<file path="src/rtl/qrp_pkg.sv">
package qrp_pkg;

  // Which condition launched a new gate pulse
  typedef enum logic [1:0] {
    TRIG_NONE    = 2'd0,
    TRIG_VALLEY  = 2'd1,
    TRIG_LATE    = 2'd2,
    TRIG_STARTER = 2'd3
  } trig_e;

endpackage

</file>
<file path="src/rtl/qrp_ontime_clamp.sv">
module qrp_ontime_clamp #(
  parameter int REQ_W  = 12,
  parameter int ON_W   = 12,
  parameter int MIN_ON = 135,
  parameter int MAX_ON = 3250
) (
  input  logic [REQ_W-1:0] req_i,
  output logic [ON_W-1:0]  tgt_o
);

  localparam longint REQ_TOP = (64'd1 << REQ_W) - 64'd1;

  logic [31:0] req_ext;
  assign req_ext = 32'(req_i);

  generate
    if (REQ_TOP > MAX_ON) begin : g_upper
      // Request range can exceed the ceiling: clamp on both sides
      always_comb begin
        if (req_ext < 32'(MIN_ON))      tgt_o = ON_W'(MIN_ON);
        else if (req_ext > 32'(MAX_ON)) tgt_o = ON_W'(MAX_ON);
        else                            tgt_o = ON_W'(req_ext);
      end
    end else begin : g_lower_only
      // Request range cannot exceed the ceiling: floor only
      always_comb begin
        if (req_ext < 32'(MIN_ON)) tgt_o = ON_W'(MIN_ON);
        else                       tgt_o = ON_W'(req_ext);
      end
    end
  endgenerate

endmodule

</file>
<file path="src/rtl/qrp_period_timer.sv">
module qrp_period_timer
  import qrp_pkg::*;
#(
  parameter int MIN_P = 425,
  parameter int EXTRA = 250,
  parameter int START = 3750
) (
  input  logic  clk,
  input  logic  rst_n,
  input  logic  en_i,
  input  logic  gate_i,
  input  logic  valley_i,
  output trig_e trig_o
);

  localparam int CNT_W = $clog2(START + 1);
  localparam logic [CNT_W-1:0] MIN_C   = CNT_W'(MIN_P);
  localparam logic [CNT_W-1:0] LATE_C  = CNT_W'(MIN_P + EXTRA);
  localparam logic [CNT_W-1:0] START_C = CNT_W'(START);

  logic [CNT_W-1:0] cnt_q, cnt_d;
  logic             cnt_en;
  logic             seen_q, seen_d;   // valley seen inside the blanking window
  logic             first_q, first_d; // next pulse must come from the starter
  trig_e            trig;

  // Trigger decision, gate must be low
  always_comb begin
    trig = TRIG_NONE;
    if (en_i && !gate_i) begin
      if (!first_q && valley_i && (cnt_q >= MIN_C))     trig = TRIG_VALLEY;
      else if (!first_q && seen_q && (cnt_q >= LATE_C)) trig = TRIG_LATE;
      else if (cnt_q >= START_C)                        trig = TRIG_STARTER;
    end
  end

  assign trig_o = trig;

  // Next state
  always_comb begin
    cnt_d   = cnt_q;
    cnt_en  = 1'b0;
    seen_d  = seen_q;
    first_d = first_q;
    if (!en_i) begin
      cnt_d   = '0;
      cnt_en  = 1'b1;
      seen_d  = 1'b0;
      first_d = 1'b1;
    end else if (trig != TRIG_NONE) begin
      cnt_d   = '0;
      cnt_en  = 1'b1;
      seen_d  = 1'b0;
      first_d = 1'b0;
    end else begin
      if (cnt_q != START_C) begin
        cnt_d  = cnt_q + 1'b1;
        cnt_en = 1'b1;
      end
      if (valley_i && !gate_i && !first_q && (cnt_q < MIN_C)) seen_d = 1'b1;
    end
  end

  // Registers
  always_ff @(posedge clk or negedge rst_n) begin
    if (!rst_n) begin
      cnt_q   <= '0;
      seen_q  <= 1'b0;
      first_q <= 1'b1;
    end else begin
      if (cnt_en) cnt_q <= cnt_d;
      seen_q  <= seen_d;
      first_q <= first_d;
    end
  end

  // a valley inside the blanking window never launches a pulse
  p_valley_blank_r3 : assert property (@(posedge clk) disable iff (!rst_n)
    (en_i && valley_i && (cnt_q < MIN_C)) |=> !$rose(gate_i));

  // blanking-only valley forces a pulse at the late threshold
  p_late_fire_r4 : assert property (@(posedge clk) disable iff (!rst_n)
    (en_i && !gate_i && !first_q && seen_q && (cnt_q >= LATE_C)) |=> gate_i);

  // the starter always launches at its limit
  p_starter_fire_r5 : assert property (@(posedge clk) disable iff (!rst_n)
    (en_i && !gate_i && (cnt_q >= START_C)) |=> gate_i);

endmodule

</file>
<file path="src/rtl/qrp_on_timer.sv">
module qrp_on_timer #(
  parameter int MIN_ON = 135,
  parameter int MAX_ON = 3250,
  parameter int BLANK  = 20,
  parameter int REQ_W  = 12
) (
  input  logic             clk,
  input  logic             rst_n,
  input  logic             en_i,
  input  logic             start_i,
  input  logic [REQ_W-1:0] req_i,
  input  logic             cl_i,
  output logic             gate_o
);

  localparam int CL_FROM = (BLANK > MIN_ON - 1) ? BLANK : MIN_ON - 1;
  localparam int CNT_TOP = (MAX_ON > CL_FROM) ? MAX_ON : CL_FROM;
  localparam int ON_W    = $clog2(CNT_TOP + 1);
  localparam logic [ON_W-1:0] CL_C  = ON_W'(CL_FROM);
  localparam logic [ON_W-1:0] MINM1 = ON_W'(MIN_ON - 1);
  localparam logic [ON_W-1:0] MAX_C = ON_W'(MAX_ON);

  logic [ON_W-1:0] tgt_new, tgt_q, tgt_d;
  logic            tgt_en;
  logic [ON_W-1:0] on_cnt_q, on_cnt_d;
  logic            gate_q, gate_d;
  logic            reach_tgt, cl_cut, turn_off;

  qrp_ontime_clamp #(
    .REQ_W  (REQ_W),
    .ON_W   (ON_W),
    .MIN_ON (MIN_ON),
    .MAX_ON (MAX_ON)
  ) u_clamp (
    .req_i (req_i),
    .tgt_o (tgt_new)
  );

  // End-of-pulse conditions
  always_comb begin
    reach_tgt = (({1'b0, on_cnt_q} + 1'b1) >= {1'b0, tgt_q});
    cl_cut    = cl_i && (on_cnt_q >= CL_C);
    turn_off  = reach_tgt || cl_cut;
  end

  // Next state
  always_comb begin
    gate_d   = gate_q;
    on_cnt_d = on_cnt_q;
    tgt_d    = tgt_q;
    tgt_en   = 1'b0;
    if (!en_i) begin
      gate_d   = 1'b0;
      on_cnt_d = '0;
    end else if (start_i) begin
      gate_d   = 1'b1;
      on_cnt_d = '0;
      tgt_d    = tgt_new;
      tgt_en   = 1'b1;
    end else if (gate_q) begin
      if (turn_off) begin
        gate_d   = 1'b0;
        on_cnt_d = '0;
      end else begin
        on_cnt_d = on_cnt_q + 1'b1;
      end
    end
  end

  // Registers
  always_ff @(posedge clk or negedge rst_n) begin
    if (!rst_n) begin
      gate_q   <= 1'b0;
      on_cnt_q <= '0;
      tgt_q    <= '0;
    end else begin
      gate_q   <= gate_d;
      on_cnt_q <= on_cnt_d;
      if (tgt_en) tgt_q <= tgt_d;
    end
  end

  assign gate_o = gate_q;

  // every pulse ended by its own timing lies within the on-time limits
  p_on_bounds_r7 : assert property (@(posedge clk) disable iff (!rst_n)
    ($fell(gate_q) && $past(en_i)) |->
      (($past(on_cnt_q) >= MINM1) && ($past(on_cnt_q) < MAX_C)));

  // a low enable clears the registered gate on the next edge
  p_drop_gate_r10 : assert property (@(posedge clk) disable iff (!rst_n)
    !en_i |=> !gate_q);

endmodule

</file>
<file path="src/rtl/qr_period_ctrl.sv">
module qr_period_ctrl
  import qrp_pkg::*;
#(
  parameter int MIN_PERIOD_CYC = 425,
  parameter int LATE_EXTRA_CYC = 250,
  parameter int STARTER_CYC    = 3750,
  parameter int MIN_ON_CYC     = 135,
  parameter int MAX_ON_CYC     = 3250,
  parameter int CL_BLANK_CYC   = 20,
  parameter int REQ_W          = 12
) (
  input  logic             clk,
  input  logic             rst_n,
  input  logic             en_i,
  input  logic             valley_i,
  input  logic             cur_lim_i,
  input  logic [REQ_W-1:0] on_req_i,
  output logic             gate_o,
  output logic             cyc_start_o
);

  trig_e trig;
  logic  start;
  logic  gate_q;
  logic  strobe_q, strobe_d;

  qrp_period_timer #(
    .MIN_P (MIN_PERIOD_CYC),
    .EXTRA (LATE_EXTRA_CYC),
    .START (STARTER_CYC)
  ) u_period (
    .clk      (clk),
    .rst_n    (rst_n),
    .en_i     (en_i),
    .gate_i   (gate_q),
    .valley_i (valley_i),
    .trig_o   (trig)
  );

  assign start = (trig != TRIG_NONE);

  qrp_on_timer #(
    .MIN_ON (MIN_ON_CYC),
    .MAX_ON (MAX_ON_CYC),
    .BLANK  (CL_BLANK_CYC),
    .REQ_W  (REQ_W)
  ) u_ontime (
    .clk     (clk),
    .rst_n   (rst_n),
    .en_i    (en_i),
    .start_i (start),
    .req_i   (on_req_i),
    .cl_i    (cur_lim_i),
    .gate_o  (gate_q)
  );

  always_comb strobe_d = start && en_i;

  always_ff @(posedge clk or negedge rst_n) begin
    if (!rst_n) strobe_q <= 1'b0;
    else        strobe_q <= strobe_d;
  end

  // Enable acts on the outputs without waiting for a clock edge
  assign gate_o      = gate_q && en_i;
  assign cyc_start_o = strobe_q && en_i;

  // the strobe marks each rising edge of the gate
  p_strobe_at_rise_r11 : assert property (@(posedge clk) disable iff (!rst_n)
    $rose(gate_q) |-> strobe_q);

  // the strobe never lasts more than one cycle
  p_strobe_one_r11 : assert property (@(posedge clk) disable iff (!rst_n)
    strobe_q |=> !strobe_q);

endmodule

</file>
<file path="config.mk">
export PLATFORM = sky130hd
export DESIGN_NAME = qr_period_ctrl
export DESIGN_NICKNAME = d
export VERILOG_FILES = /design/src/rtl/qrp_pkg.sv /design/src/rtl/qrp_ontime_clamp.sv /design/src/rtl/qrp_period_timer.sv /design/src/rtl/qrp_on_timer.sv /design/src/rtl/qr_period_ctrl.sv
export SDC_FILE = /design/constraint.sdc
export NUM_CORES = 1
export LEC_CHECK = 0
export BUFFER_PORTS_ARGS = -buffer_cell sky130_fd_sc_hd__buf_2
export CORE_MARGIN = 2
export CORE_UTILIZATION = 48
export DETAILED_ROUTE_END_ITERATION = 6
export GPL_TIMING_DRIVEN = 1
export PLACE_DENSITY = 0.68
export SLEW_MARGIN = 20
export SYNTH_ARGS = -nofsm -noshare
export SYNTH_HDL_FRONTEND = slang
export SYNTH_HIERARCHICAL = 1
export SYNTH_SLANG_ARGS = --single-unit
</file>
<file path="constraint.sdc">
create_clock -name clk -period 6.09 [get_ports clk]
set_input_delay 1.827 -clock clk [delete_from_list [all_inputs] [get_ports clk]]
set_output_delay 1.827 -clock clk [all_outputs]
set_load 0.05 [all_outputs]
</file>
# == Word-level counts from Yosys, hierarchy flattened ==
# Cells that the tools add are included.
# totals
wordCells,68
reg_bits,40
inputBits,17
output_inout_bits,2
# op_classes
reduce_logical,18
n_mux,27
order_cmp,8
eq_ne,5
addsub,3
# op_table
op,n
two-way mux 12 bit,9
adder 12 x 1 -> 12 bit (second input constant),2
two-way mux 1 bit,14
adder 12 x 1 -> 13 bit (second input constant),1
>= comparator 13 x 12 -> 1 bit,1
>= comparator 12 x 10 -> 1 bit (second input constant),1
>= comparator 12 bit (second input constant),1
>= comparator 12 x 8 -> 1 bit (second input constant),1
>= comparator 12 x 9 -> 1 bit (second input constant),1
greater-than comparator 12 bit (second input constant),1
logical AND 1 bit,12
less-than comparator 12 x 8 -> 1 bit (second input constant),1
less-than comparator 12 x 9 -> 1 bit (second input constant),1
!= test 12 bit (second input constant),1
!= test 3 x 1 -> 1 bit (second input constant),3
two-way mux 2 bit,4
AND reduction 3 bit,1
zero test 1 bit,2
!= test 2 x 1 -> 1 bit (second input constant),1
AND reduction 2 bit,1
nonzero test 2 bit,1
logical OR 1 bit,1

# == Longest topological paths before layout ==
# Gate-level depths: netlist (run 1).
# depth
word_depth,10
mapped_depth,13

# == By module ==
# The synthesis (run 1) kept the hierarchy.
# modules_own_cells
module,cells_each,area_each_um2,n_inst
qrp_on_timer,150,1555.2,1
qrp_period_timer,111,980.9,1
qrp_ontime_clamp,30,206.4,1
qr_period_ctrl,5,51.3,1

# == Least setup slack after synthesis (run 1) ==
# Ideal clock, no wire load.
# synth_path
path_type,input-to-output
from,input en_i
to,output gate_o
required_time_ns,4.263
arrival_ns,2.239
path_slack_ns,2.024
stages,1
cell_sequence,and2_1
# synth_between
elab_chain_cells,1
# synth_lines
element,line,source
start: declaration,qr_period_ctrl.sv:14,"input logic en_i,"
logical AND 1 bit,qr_period_ctrl.sv:65,assign gate_o = gate_q && en_i;
end: declaration,qr_period_ctrl.sv:18,"output logic gate_o,"
# No other way between the ends.

# == Final worst setup path (run 1) ==
# Ends and elaborated chain as after synthesis.

==> impl_results.rst, run 1 <==
.. list-table::
   :header-rows: 1

   * - Metric
     - Value
   * - Result of the run
     - finished, final reports clean
   * - Seq/Total Area, Yosys
     - 35.87%
   * - Final routed wirelength across all metal layers
     - 5585 um
   * - Ports placed on the boundary
     - 19
   * - Leading cell types by total area after synthesis
     - sky130_fd_sc_hd__dfrtp_1 (35%), sky130_fd_sc_hd__ha_1 (8.5%), sky130_fd_sc_hd__mux2_2 (4.8%)
   * - Antenna violations before repair
     - 0
   * - Cell area after technology mapping
     - 0.002794 mm2
   * - Half-perimeter wire length after detailed placement
     - 4109 um
   * - Largest area contributor in the synthesized netlist
     - sky130_fd_sc_hd__dfrtp_1
   * - Switching power total
     - 0.1258 mW
   * - Last weighted congestion value of the routability-driven placer
     - 0.9060
   * - Final-report max-slew violation count
     - 0
   * - Number of hold violations in the final report
     - 0
   * - Kind of start point of the critical path
     - input pin
   * - DR vias
     - 2161
   * - Total routing resource utilization after global routing
     - 19.55%
   * - Layout cell share with drive strength beyond 1
     - 17.15%
   * - Worst reg2reg path depth
     - 9
   * - DIE AREA
     - 0.006447 mm2
   * - Detailed router's first-iteration violation count
     - 67
   * - Share of total power in sequential cells
     - 54.2%
   * - Worst Path Class, Setup
     - input pin to primary output
   * - Placement row count
     - 27
   * - YS warnings
     - 6
   * - Count of flip-flops with a built-in enable after synthesis
     - 0
   * - Path type of the worst min-delay path
     - flop to flop
   * - First-pass detailed-route iteration total
     - 5
   * - RSZ-0062 raised after global routing
     - no
   * - Maximum clock rate
     - 228.0 MHz
   * - Global route total overflow
     - 0
   * - Clock network power share
     - 36.0%
   * - Portion of total power attributed to combinational logic
     - 9.8%
   * - Initial core utilization
     - 50.12%
   * - Post-synth cell types
     - 61
   * - Post-CTS Hold Buffers
     - 0
   * - Switching share of total power
     - 24.65%
   * - Hold slack
     - 0.5051 ns
   * - Largest buffer count on any clock path
     - 2
   * - ANT nets after route
     - 0
   * - Vertical die dimension
     - 80.30 um
   * - Most instantiated library cell after synthesis
     - sky130_fd_sc_hd__dfrtp_1
   * - Cells after Synth
     - 296
   * - Total number of clock tree sinks
     - 40
   * - Number of H-tree levels
     - 2
   * - Horiz. Die Dim
     - 80.30 um
   * - Post-synthesis register bit count
     - 40
   * - Post-detailed-route wirelength per cell
     - 14.66 um
   * - Via count of the first global-routing pass
     - 2040
   * - Final total negative setup slack
     - 0 ns
   * - Async S/R FF share, synth
     - 100.0%
   * - Post-detailed-route DRC marker count
     - 0
   * - Total nets after synthesis
     - 332
   * - Number of diodes
     - 0
   * - Required time at the worst-slack endpoint
     - 4.26 ns
   * - I/O Buffers
     - 18
   * - LEAKAGE
     - 1.378 nW
   * - Power density over the cells
     - 171.0 mW/mm2
   * - Syn avg cell area
     - 9.439 um2
   * - Final Critical Period
     - 4.387 ns
   * - Count of buffers added by post-CTS timing repair for setup
     - 0
   * - Max transition margin
     - 40.44%
   * - Finish-stage setup viols
     - 0
   * - Clock insertion delay at the later pin of the skew report
     - 0.29 ns
   * - Startpoint of the worst register-to-register path
     - u_ontime/on_cnt_q[0]
   * - Endpoint of the most critical setup path
     - gate_o
   * - Final-stage net count
     - 344
   * - Total of max-cap violations
     - 0
   * - Critical path data arrival time
     - 2.56 ns
   * - Internal power contribution
     - 0.3844 mW
   * - Placeable core region
     - 0.005574 mm2
   * - Ratio of routed vias to standard cells
     - 5.672
   * - Endpoint of the worst-slack reg-to-reg timing path
     - u_ontime/on_cnt_q[10]
   * - Launch point of the worst path
     - en_i
   * - Number of gates given a new drive strength after cts
     - 0
   * - TritonCTS clock tree
     - built
   * - Maximum number of pins on one net before global-route repair
     - 41
   * - Final period util
     - 72.03%
   * - Layout area overhead
     - 6.762%
   * - Commonest cells in the synthesized netlist
     - sky130_fd_sc_hd__dfrtp_1 (39), sky130_fd_sc_hd__inv_1 (25), sky130_fd_sc_hd__nand2_1 (25)
   * - IR drop worst, VDD
     - 0.1096 mV
   * - Clock edge transition at the registers on the reported setup and hold paths
     - 0.07 ns
   * - Top cell type's share of synthesized area
     - 34.93%
   * - Critical path endpoint category
     - primary output
   * - Wire length of the first global-routing pass
     - 9784 um
   * - Measured slew at the worst slew-check pin
     - 0.8933 ns
   * - CP Max Fanout
     - 22
   * - Clk Tree Root Cell
     - sky130_fd_sc_hd__clkbuf_8
   * - Register-to-Register Setup Slack
     - 2.93 ns
   * - Top FF cell, synth
     - sky130_fd_sc_hd__dfrtp_1
   * - Worst clock skew on the final layout
     - 0.008304 ns
   * - Total clock buffers created by CTS
     - 5
-- how the worst min path moves through the flow --
stage,from,endpoint,slack [ns],cells past startpoint
2_1_floorplan,u_period/first_q,u_period/first_q,0.47,2
3_3_place_gp,u_period/first_q,u_period/first_q,0.49,2
3_5_place_dp,u_ontime/tgt_q[8],u_ontime/tgt_q[8],0.49,1
4_1_cts,u_period/first_q,u_period/first_q,0.50,2
5_1_grt,u_ontime/tgt_q[8],u_ontime/tgt_q[8],0.51,1
6_report,u_period/first_q,u_period/first_q,0.51,2
-- layer usage --
metal  vias up  global-route usage (%)  routed length, um
li1       1092                       -                  -
met1      1045                   29.21               2926
met2        19                   27.83               2405
met3         5                   4.045                168
met4         0                   6.610                 85
met5         -                       0                  0
-- sequential cells by signal, indices dropped and copies added, names as in the netlist --
| register | flops |
|---|---|
| strobe_q | 1 |
| u_ontime/gate_o | 1 |
| u_ontime/on_cnt_q | 12 |
| u_ontime/tgt_q | 12 |
| u_period/cnt_q | 12 |
| u_period/first_q | 1 |
| u_period/seen_q | 1 |
-- placed cells by master (no fill, tap or decap), types with 4 or more instances in the layout --
master,instances
sky130_fd_sc_hd__dfrtp_1,39
sky130_fd_sc_hd__nand2_1,25
sky130_fd_sc_hd__inv_1,25
sky130_fd_sc_hd__ha_1,19
sky130_fd_sc_hd__buf_2,18
sky130_fd_sc_hd__nor2_1,18
sky130_fd_sc_hd__nand3_1,16
sky130_fd_sc_hd__mux2_2,12
sky130_fd_sc_hd__xnor2_1,11
sky130_fd_sc_hd__a21oi_1,10
sky130_fd_sc_hd__a32o_1,8
sky130_fd_sc_hd__nor3_1,7
sky130_fd_sc_hd__clkbuf_8,6
sky130_fd_sc_hd__xor2_1,6
sky130_fd_sc_hd__nor2b_1,5
sky130_fd_sc_hd__o21ai_0,5
sky130_fd_sc_hd__o211ai_1,5
sky130_fd_sc_hd__nand2b_1,5
sky130_fd_sc_hd__and2_1,4
sky130_fd_sc_hd__o21a_1,4
sky130_fd_sc_hd__nand4_1,4
-- worst max-delay path, cell delays in order --
cell and delay [ns]:
sky130_fd_sc_hd__buf_2 0.30, sky130_fd_sc_hd__and2_1 0.17, sky130_fd_sc_hd__buf_2 0.25
-- metrics by stage --
step	instances	util [%]	instance area [um2]	power (mW)	worst slack (ns)
final	381	53.51	2983	0.5102	1.703
after global routing	381	53.51	2983	0.5374	1.606
after CTS	381	53.51	2983	0.5159	1.690
after detailed placement	373	51.90	2893	0.3324	1.686
after global placement	373	51.90	2893	0.3311	1.703
after floorplan	296	-	2794	0.3117	2.024
-- area by class of cell --
| class | instances | area (um2) |
|---|---|---|
| Fill cell | 544 | 2591 |
| Multi-Input combinational cell | 218 | 1617 |
| Sequential cell | 40 | 1002 |
| Inverter | 25 | 93.84 |
| Clock buffer | 8 | 90.09 |
| Timing Repair Buffer | 18 | 90.09 |
| Tap cell | 72 | 90.09 |
-- power by group through the flow --
stage / Clock [mW] / Sequential [mW] / Combinational, mW
final: 0.184 / 0.276 / 0.0502
after global routing: 0.202 / 0.277 / 0.0579
after CTS: 0.188 / 0.276 / 0.0511
after detailed placement: 0 / 0.282 / 0.0507
after global placement: 0 / 0.281 / 0.0497
after floorplan: 0 / 0.280 / 0.0321
-- cell families (layout without fill, tap and decap cells) --
family / Yosys count / in the layout / synth area share, %
AO/OA/AOI/OAI: 59 / 59 / 17.33
XOR/XNOR: 17 / 17 / 5.329
adder cells (fa/ha/maj): 19 / 19 / 8.509
buffers and inverters: 38 / 51 / 6.269
flip-flops: 40 / 40 / 35.87
multiplexers: 13 / 13 / 5.195
AND/OR/NAND/NOR: 110 / 110 / 21.50
Note: power is estimated with default switching activity, not from simulation.
==> inputs of run 2 (changes only) <==
Clock period 6.09 ns to 4.3 ns, I/O delays scaled along.
==> impl_results.rst, run 2 (synthesis results as in run 1) <==
.. list-table::
   :header-rows: 1

   * - Metric
     - Value
   * - Result of the run
     - finished, final reports clean
   * - Number of gates given a new drive strength after cts
     - 0 (unchanged)
   * - Total of max-cap violations
     - 0 (unchanged)
   * - Number of H-tree levels
     - 2 (unchanged)
   * - Post-Place Cell Area
     - 0.002893 mm2 (unchanged)
   * - Critical path data arrival time
     - 2.03 ns (-0.53 ns)
   * - Final period util
     - 77.29%
   * - Wire length of the first global-routing pass
     - 10030 um (+2.5%)
   * - Registers with the most flip-flops
     - u_ontime/on_cnt_q x12, u_ontime/tgt_q x12, u_period/cnt_q x12
   * - Kind of start point of the critical path
     - input pin
   * - ANT nets after route
     - 0 (unchanged)
   * - TritonCTS clock tree
     - built
   * - Start point of the worst hold path
     - u_period/first_q
   * - Placement row count
     - 27 (unchanged)
   * - Number of diodes
     - 0 (unchanged)
   * - Max transition margin
     - 40.65% (+0.20 points)
   * - Measured slew at the worst slew-check pin
     - 0.8903 ns (-0.003040 ns)
   * - Final Critical Period
     - 3.324 ns
   * - Final-report max-slew violation count
     - 0 (unchanged)
   * - Post-CTS Hold Buffers
     - 0 (unchanged)
   * - Startpoint of the worst register-to-register path
     - u_ontime/on_cnt_q[0]
   * - IR drop worst, VDD
     - 0.1234 mV (+13%)
   * - Count of buffers added by post-CTS timing repair for setup
     - 0 (unchanged)
   * - Half-perimeter wire length after detailed placement
     - 4105 um (-0.11%)
   * - Path type of the worst min-delay path
     - flop to flop
   * - LEAKAGE
     - 1.384 nW (+0.40%)
   * - Layout cell share with drive strength beyond 1
     - 17.80% (+0.65 points)
   * - Leading cell type in the layout, fill and taps excluded
     - sky130_fd_sc_hd__dfrtp_1
   * - Worst Path Class, Setup
     - input pin to primary output
   * - Last weighted congestion value of the routability-driven placer
     - 0.8774 (-3.2%)
   * - Post-detailed-route wirelength per cell
     - 14.71 um (+0.32%)
   * - Worst reg2reg path depth
     - 9 (unchanged)
   * - Number of inserted filler cells in the final layout
     - 550 (+1.1%)
   * - Clock insertion delay at the later pin of the skew report
     - 0.29 ns (about the same)
   * - Power density over the cells
     - 242.0 mW/mm2 (+42%)
   * - First-pass detailed-route iteration total
     - 4 (-1)
   * - Vertical die dimension
     - 80.30 um (unchanged)
   * - Total number of clock tree sinks
     - 40 (unchanged)
   * - Final routed wirelength across all metal layers
     - 5603 um (+0.32%)
   * - Largest buffer count on any clock path
     - 2 (unchanged)
   * - Critical path cell sequence
     - buf_2 > and2_1 > buf_2
   * - Final core occ
     - 53.56% (about the same)
   * - Number of hold violations in the final report
     - 0 (unchanged)
   * - Detailed router's first-iteration violation count
     - 99 (+48%)
   * - Antenna violations before repair
     - 0 (unchanged)
   * - Total clock buffers created by CTS
     - 5 (unchanged)
   * - DIE AREA
     - 0.006447 mm2 (unchanged)
   * - RSZ-0062 raised after global routing
     - no
   * - Placeable core region
     - 0.005574 mm2 (unchanged)
   * - Clock edge transition at the registers on the reported setup and hold paths
     - 0.07 ns (about the same)
   * - Final-stage net count
     - 344 (unchanged)
   * - Critical path buffers and inverters
     - 2 (unchanged)
   * - Worst path top cell family by delay
     - buffers and inverters
   * - Horiz. Die Dim
     - 80.30 um (unchanged)
   * - Total routing resource utilization after global routing
     - 19.95% (+0.39 points)
   * - Critical path endpoint category
     - primary output
   * - Final total negative setup slack
     - 0 ns (unchanged)
   * - Crit-path most repeated cell
     - sky130_fd_sc_hd__buf_2
   * - CP Max Fanout
     - 22 (unchanged)
   * - Critical-path top delay cell
     - sky130_fd_sc_hd__buf_2
   * - Ports placed on the boundary
     - 19 (unchanged)
   * - Initial core utilization
     - 50.12% (unchanged)
   * - Worst clock skew on the final layout
     - 0.009193 ns (+0.0008888 ns)
   * - Commonest non-fill, non-tap cells in the layout
     - sky130_fd_sc_hd__dfrtp_1 (39), sky130_fd_sc_hd__nand2_1 (25), sky130_fd_sc_hd__inv_1 (25)
   * - DR vias
     - 2152 (-0.42%)
   * - Final Instance Area
     - 0.002985 mm2 (about the same)
   * - Ratio of routed vias to standard cells
     - 5.648 (-0.42%)
   * - Clk Tree Root Cell
     - sky130_fd_sc_hd__clkbuf_8
   * - Finish-stage setup viols
     - 0 (unchanged)
   * - Global route total overflow
     - 0 (unchanged)
   * - Hold worst-path end
     - u_period/first_q
   * - Register-to-Register Setup Slack
     - 1.18 ns (-1.75 ns)
   * - Post-detailed-route DRC marker count
     - 0 (unchanged)
   * - I/O Buffers
     - 18 (unchanged)
   * - Required time at the worst-slack endpoint
     - 3.01 ns (-1.25 ns)
   * - Endpoint of the worst-slack reg-to-reg timing path
     - u_ontime/on_cnt_q[5]
   * - Max stage delay on crit path
     - 0.31 ns (about the same)
   * - Maximum clock rate
     - 300.9 MHz
   * - Maximum number of pins on one net before global-route repair
     - 41 (unchanged)
   * - Via count of the first global-routing pass
     - 2098 (+2.8%)
   * - Worst hold stages
     - 2 (unchanged)
   * - Layout area overhead
     - 6.852% (about the same)
[run 2: per-layer routing]
layer / up-vias / track usage [%] / wire [um]
met1: 1016 / 28.39 / 2796
met2: 45 / 29.92 / 2534
li1: 1089 / - / -
met5: - / 0 / 0
met4: 0 / 5.763 / 27
met3: 2 / 4.944 / 244
[run 2: worst max-delay path by stage]
| stage | from | to | slack [ns] | depth (start not counted) |
|---|---|---|---|---|
| floorplan | en_i | gate_o | 1.31 | 1 |
| CTS | en_i | cyc_start_o | 0.97 | 3 |
| global route | en_i | cyc_start_o | 0.91 | 3 |
| global placement | en_i | cyc_start_o | 0.99 | 3 |
| detailed placement | en_i | cyc_start_o | 0.97 | 3 |
| finish | en_i | cyc_start_o | 0.98 | 3 |
[run 2: worst min-delay path, stage by stage (launching register included)]
cell	delay (ns)
sky130_fd_sc_hd__dfstp_2	0.39
sky130_fd_sc_hd__o21ai_0	0.07
sky130_fd_sc_hd__nand2_1	0.05
[run 2: cell type report]
class | count | area [um2] | area share, %
Sequential cell | 40 | 1002 | 33.57
Tap cell | 72 | 90.09 | 3.018
Clock buffer | 6 | 82.58 | 2.766
Multi-Input combinational cell | 218 | 1617 | 54.15
Clock inverter | 2 | 10.01 | 0.3353
Timing Repair Buffer | 18 | 90.09 | 3.018
Inverter | 25 | 93.84 | 3.143
[run 2: stage by stage]
stage               cells  power (mW)  hold slack [ns]  worst slack, ns
CTS                   381      0.7358           0.5085           0.9707
global placement      373      0.4688           0.4876           0.9879
floorplan             296      0.4415           0.4694            1.308
finish                381      0.7226           0.5046           0.9763
detailed placement    373      0.4707           0.4929           0.9729
global route          381      0.7642           0.5251           0.9075
[run 2: power by group]
part / total [mW] / internal, mW / switching [mW]
combinational: 0.0713 / 0.0293 / 0.0420
sequential: 0.392 / 0.384 / 0.00757
clock: 0.260 / 0.128 / 0.132
